$ cat src/rtl/hss_pkg.sv
// Package: shared types and constants for the hit stretcher / sector OR.
// Assumes nothing beyond standard SystemVerilog packages.
package hss_pkg;

    // Sector grouping selection.
    typedef enum logic {
        GROUP_BLOCK  = 1'b0,   // contiguous channels per sector
        GROUP_STRIDE = 1'b1    // channel i goes to sector i mod NSEC
    } group_mode_e;

    // Default width of the stretch-length field (lengths 1..2**LEN_W).
    localparam int unsigned DEF_LEN_W = 3;

endpackage

$ cat src/rtl/hss_edge_sync.sv
// Module: hss_edge_sync
// Brings a vector of asynchronous hit levels into the clock domain with two
// flops per bit. It then emits a one-cycle start strobe on each rising edge.
// Assumes each input pulse spans at least one clock period so that it is seen.
module hss_edge_sync #(
    parameter int unsigned W = 128
) (
    input  logic         clk,
    input  logic         rst_n,
    input  logic [W-1:0] async_i,
    output logic [W-1:0] start_o
);

    logic [W-1:0] meta_q;
    logic [W-1:0] sync_q;
    logic [W-1:0] last_q;

    // Purpose: two-stage synchroniser plus a delayed copy for edge detection.
    always_ff @(posedge clk) begin
        if (!rst_n) begin
            meta_q <= '0;
            sync_q <= '0;
            last_q <= '0;
        end else begin
            meta_q <= async_i;
            sync_q <= meta_q;
            last_q <= sync_q;
        end
    end

    // Purpose: start strobe on a synchronised 0 -> 1 transition.
    always_comb begin
        start_o = sync_q & ~last_q;
    end

endmodule

$ cat src/rtl/hss_stretch_cell.sv
// Module: hss_stretch_cell
// Single-channel retriggerable monostable. A start strobe holds the output
// high for len_i+1 cycles, and a new strobe reloads the count.
// Assumes len_i is stable while a stretch runs, or that a change is acceptable.
module hss_stretch_cell #(
    parameter int unsigned LEN_W = 3
) (
    input  logic             clk,
    input  logic             rst_n,
    input  logic             start_i,
    input  logic [LEN_W-1:0] len_i,
    output logic             active_o
);

    logic [LEN_W-1:0] remain_q;
    logic             active_q;

    // Purpose: load on start, count down while active, drop after the last cycle.
    always_ff @(posedge clk) begin
        if (!rst_n) begin
            active_q <= 1'b0;
            remain_q <= '0;
        end else if (start_i) begin
            active_q <= 1'b1;
            remain_q <= len_i;
        end else if (active_q) begin
            if (remain_q == '0) begin
                active_q <= 1'b0;
            end else begin
                remain_q <= remain_q - 1'b1;
            end
        end
    end

    // Purpose: expose the stretched state.
    always_comb begin
        active_o = active_q;
    end

endmodule

$ cat src/rtl/hss_sector_or.sv
// Module: hss_sector_or
// Reduces NCH hits to NSEC sector bits with either contiguous or interleaved
// grouping. The module is purely combinational.
// Assumes NCH is a whole multiple of NSEC.
module hss_sector_or
    import hss_pkg::*;
#(
    parameter int unsigned NCH  = 128,
    parameter int unsigned NSEC = 8
) (
    input  logic [NCH-1:0]  hits_i,
    input  group_mode_e     mode_i,
    output logic [NSEC-1:0] sector_o
);

    localparam int unsigned GRP = NCH / NSEC;

    for (genvar s = 0; s < NSEC; s++) begin : g_sec
        logic [GRP-1:0] block_m;
        logic [GRP-1:0] stride_m;
        for (genvar k = 0; k < GRP; k++) begin : g_mem
            assign block_m[k]  = hits_i[s*GRP + k];
            assign stride_m[k] = hits_i[k*NSEC + s];
        end
        // Purpose: select the member set of this sector and OR it.
        always_comb begin
            sector_o[s] = (mode_i == GROUP_STRIDE) ? (|stride_m) : (|block_m);
        end
    end

endmodule

$ cat src/rtl/hit_stretch_sector.sv
// Module: hit_stretch_sector (top)
// Synchronises NCH asynchronous hits and stretches each new hit for
// stretch_len_i+1 cycles. It applies the per-channel mask and builds NSEC
// sector fast-OR bits in the same cycle as the stretched hit vector.
// Assumes NCH is a whole multiple of NSEC and that configuration is quasi-static.
module hit_stretch_sector
    import hss_pkg::*;
#(
    parameter int unsigned NCH   = 128,
    parameter int unsigned NSEC  = 8,
    parameter int unsigned LEN_W = DEF_LEN_W
) (
    input  logic             clk,
    input  logic             rst_n,
    input  logic [NCH-1:0]   hit_raw,
    input  logic [LEN_W-1:0] stretch_len_i,
    input  logic [NCH-1:0]   mask_i,
    input  logic             group_mode_i,
    output logic [NCH-1:0]   hits_o,
    output logic [NSEC-1:0]  sector_o
);

    logic [NCH-1:0] start_s;
    logic [NCH-1:0] stretched;
    group_mode_e    mode_s;

    hss_edge_sync #(.W(NCH)) u_sync (
        .clk     (clk),
        .rst_n   (rst_n),
        .async_i (hit_raw),
        .start_o (start_s)
    );

    for (genvar i = 0; i < NCH; i++) begin : g_ch
        hss_stretch_cell #(.LEN_W(LEN_W)) u_cell (
            .clk      (clk),
            .rst_n    (rst_n),
            .start_i  (start_s[i]),
            .len_i    (stretch_len_i),
            .active_o (stretched[i])
        );
    end

    // Purpose: apply the mask and decode the grouping mode.
    always_comb begin
        hits_o = stretched & ~mask_i;
        mode_s = group_mode_e'(group_mode_i);
    end

    hss_sector_or #(.NCH(NCH), .NSEC(NSEC)) u_or (
        .hits_i   (hits_o),
        .mode_i   (mode_s),
        .sector_o (sector_o)
    );

endmodule

$ cat config.mk
export PLATFORM = sky130hd
export DESIGN_NAME = hit_stretch_sector
export DESIGN_NICKNAME = d
export VERILOG_FILES = /design/src/rtl/hss_pkg.sv /design/src/rtl/hss_edge_sync.sv /design/src/rtl/hss_stretch_cell.sv /design/src/rtl/hss_sector_or.sv /design/src/rtl/hit_stretch_sector.sv
export SDC_FILE = /design/constraint.sdc
export NUM_CORES = 2
export LEC_CHECK = 0
export BUFFER_PORTS_ARGS = -buffer_cell sky130_fd_sc_hd__buf_2
export CORE_ASPECT_RATIO = 0.9
export CORE_MARGIN = 2
export CORE_UTILIZATION = 34
export DETAILED_ROUTE_END_ITERATION = 7
export GPL_ROUTABILITY_DRIVEN = 0
export RECOVER_POWER = 25
export SYNTH_ARGS = -nofsm -noshare
export SYNTH_HDL_FRONTEND = slang
export SYNTH_SLANG_ARGS = --single-unit
$ cat constraint.sdc
create_clock -name clk -period 3.47 [get_ports clk]
set_clock_uncertainty 0.15 [all_clocks]
set_input_delay 0.694 -clock clk [delete_from_list [all_inputs] [get_ports clk]]
set_output_delay 0.694 -clock clk [all_outputs]
set_load 0.03 [all_outputs]
==> flow_metrics.py <==
metrics = {
    "floorplanning": {
        "io_pins": 398,
        "die_area_um2": 121000,
        "start_util_pct": 34.3,
        "coreArea_um2": 117000,
        "dieWidth_um": 366,
        "rows": 119,
        "fp.dieH_um": 330,
    },
    "sta": {
        "fmax_ghz": 0.292,
        "finalSetupViolations": 0,
        "finalHoldViolCount": 0,
        "worstMarginPinSlew_ns": 2.57,
        "maxSlewViolCount": 51,
        "min_period_over_period_pct": 98.7,
        "finalCriticalPeriod_ns": 3.42,
        "max-slew-margin-rel_pct": -71.7,
        "rsz0062_at_grt": "no",
        "tns_ns": 0,
    },
    "grt": {
        "grt_max_degree": 138,
        "grt-ovfl-total": 0,
        "met1_usage_pct": 23.1,
        "antenna_found_initial": 19,
        "grt_first_pass_wirelength_mm": 152,
        "grt_pass1_vias": 26300,
        "top_usage_layer": "met2",
        "grt_usage_pct": 16.4,
        "met2_usage_pct": 23.9,
        "grt_use_met3_pct": 5.37,
    },
    "detailed_routing": {
        "first_pass_iters": 4,
        "drtIter0Drc": 1423,
        "dr_total_vias": 27700,
        "drt-vias-per-instance": 4.43,
        "totalWireLength_mm": 101,
        "ant_nets": 0,
        "post-route-drc-count": 0,
        "routedWlPerCell_um": 16.2,
    },
    "synthesis": {
        "synth_seq_area_share_pct": 44.7,
        "yosysTopAreaCell": "dfxtp_1",
        "synthXorXnorAreaFrac_pct": 5.58,
        "async_flop_share_pct": 0,
        "yosys-mux-area-fraction_pct": 6.38,
        "synthSimpleGateAreaFrac_pct": 17.7,
        "synth_top_area_share_pct": 44.7,
        "ys_ff_latch": 896,
        "synth_edf_count": 0,
        "synth_area_leaders": "dfxtp_1, ha_1, mux2i_1",
        "ys_types": 33,
        "ys_warn_count": 0,
        "syn-num-nets": 4618,
        "syn_area_um2": 40200,
        "ys.flop_type": "dfxtp_1",
        "avgSynthCellArea_um2": 9.80,
        "synth_compound_area_share_pct": 12.5,
        "yosys.area_share.adder_pct": 7.98,
        "synth_top_family_by_area": "simple AND/OR/NAND/NOR gates",
        "syn_inst": 4100,
    },
    "final_layout": {
        "mostFrequentLayoutCell": "dfxtp_1",
        "post-route-util_pct": 41.3,
        "seq_area_um2": 17900,
        "mostFrequentLayoutCells": "dfxtp_1, buf_2, nor2b_1",
        "layout.nets": 5121,
        "multiInputGateArea_um2": 20200,
        "drive_gt1_share_pct": 17.4,
        "area_growth_pct": 20.3,
        "n_fill_cell": 11500,
    },
    "clocking": {
        "htree_num_levels": 3,
        "cts_setup_buffers": 0,
        "clock-sinks": 896,
        "clk_pin_slew_ns": 0.06,
        "tritoncts": "done",
        "cts_buffers": 100,
        "cts_buffer_depth": 3,
        "root_buffer": "clkbuf_16",
        "clock_latency_ns": 0.71,
    },
    "status": {
        "status": "finished with violations",
        "violations": "capacitance limit, slew limit",
    },
    "place": {
        "hpwl_mm": 73.0,
        "port_buffers": 397,
    },
    "hold_path": {
        "hp-class": "input pin to flop",
        "hold_start": "hit_raw[31]",
    },
    "critical_path": {
        "r2r_start": "g_ch[116].u_cell.remain_q[0]",
        "startpoint_type": "flop",
        "crit_path_max_fanout": 2,
        "worst_setup_path_end_kind": "output pin",
        "required_ns": 2.63,
        "crit_start": "g_ch[76].u_cell.active_o",
        "arrival_ns": 2.58,
        "r2r_slack_ns": 1.93,
        "path_class": "flop to output pin",
    },
    "power": {
        "power_density_nw_per_um2": 502,
        "worst_ir_drop_vdd_mv": 0.381,
        "leakagePower_nw": 20.9,
    },
    "flow_run": {
        "cap_viol_max_count": 1,
    },
}
[state kept, by name, indices dropped and copies added, names as in the netlist]
register,flops
g_ch.u_cell.remain_q,384
u_sync.meta_q,128
g_ch.u_cell.active_o,128
u_sync.sync_q,128
u_sync.last_q,128
[cells by family (layout without fill, tap and decap cells)]
| family | after synthesis | after routing |
|---|---|---|
| AOI/OAI and AO/OA | 648 | 648 |
| xor gates and xnor gates | 256 | 256 |
| adders and majority gates | 256 | 256 |
| buffers and inverters | 526 | 1104 |
| DFF | 896 | 896 |
| muxes | 256 | 256 |
| other | 0 | 7 |
| and+or+nand+nor | 1262 | 1262 |
[path summary, 6_finish.rpt]
check	endpoint	depth (start not counted)
min reg2reg	u_sync.sync_q[50]	1
max reg2reg	g_ch[116].u_cell.remain_q[1]	6
max	sector_o[4]	7
min	u_sync.meta_q[31]	2
[where the power goes]
group	switching [mW]	internal, mW
sequential	0.214	10.8
clock	4.35	6.43
combinational	1.36	1.11
[final cells by class]
type                    count  share of cell area, %
multi-input cells        2678                   41.8
repair buffers            543                   7.06
well taps                1573                   4.07
flip-flops and latches    896                   37.1
clock inverters            28                  0.697
inverters                 384                   2.98
diodes                      7                 0.0363
clock buffers             149                   6.25
[synth_stat cells, types with 8 or more instances]
cell and number:
a21boi_2 128, a21oi_1 130, and2_1 384, buf_2 51, buf_4 14, clkbuf_1 74
dfxtp_1 896, ha_1 256, inv_1 331, inv_2 53, mux2i_1 256, nand2_1 263
nand2b_1 128, nand3_1 10, nand4_1 14, nor2_1 57, nor2b_1 382, nor3_1 8
nor4_1 9, o211a_1 128, o21a_1 128, o21ai_0 125, xnor2_1 256
[metrics by stage]
| stage | power (mW) | hold WS, ns | worst slack [ns] | instances | instance area [um2] |
|---|---|---|---|---|---|
| 3_5_place_dp | 13.7 | 0.268 | 0.290 | 6001 | 44200 |
| 4_1_cts | 24.7 | 0.000106 | 0.0151 | 6251 | 48300 |
| 6_report | 24.3 | 0.0700 | 0.0466 | 6258 | 48300 |
| 3_3_place_gp | 13.6 | 0.265 | 0.273 | 6001 | 44200 |
| 2_1_floorplan | 12.9 | 0.256 | 0.536 | 4100 | 40200 |
| 5_1_grt | 25.4 | 0.0275 | 0.00530 | 6251 | 48300 |
[per-layer routing]
metal  vias up  share of wire, %
li1      14200                 -
met1     12800                50
met2       543                40
met3       141               7.7
met4        12               2.3
met5         -             0.077
[worst max-delay path: stages, from the launching register on]
cell     delay [ns]
dfxtp_1        0.30
nor2b_1        0.18
nor2_1         0.47
nand4_1        0.16
nor4_1         0.28
a21oi_1        0.11
buf_4          0.18
buf_2          0.18
[what timing repair did]
| action | CTS | global route |
|---|---|---|
| hold buffers | 73 | 0 |
| resized for setup | 7 | 6 |
| hold endpoints to repair | 73 | 0 |
| endpoints found under the setup margin | 4 | 5 |
| cloned | 0 | 0 |
Note: power is estimated with default switching activity, not from simulation.
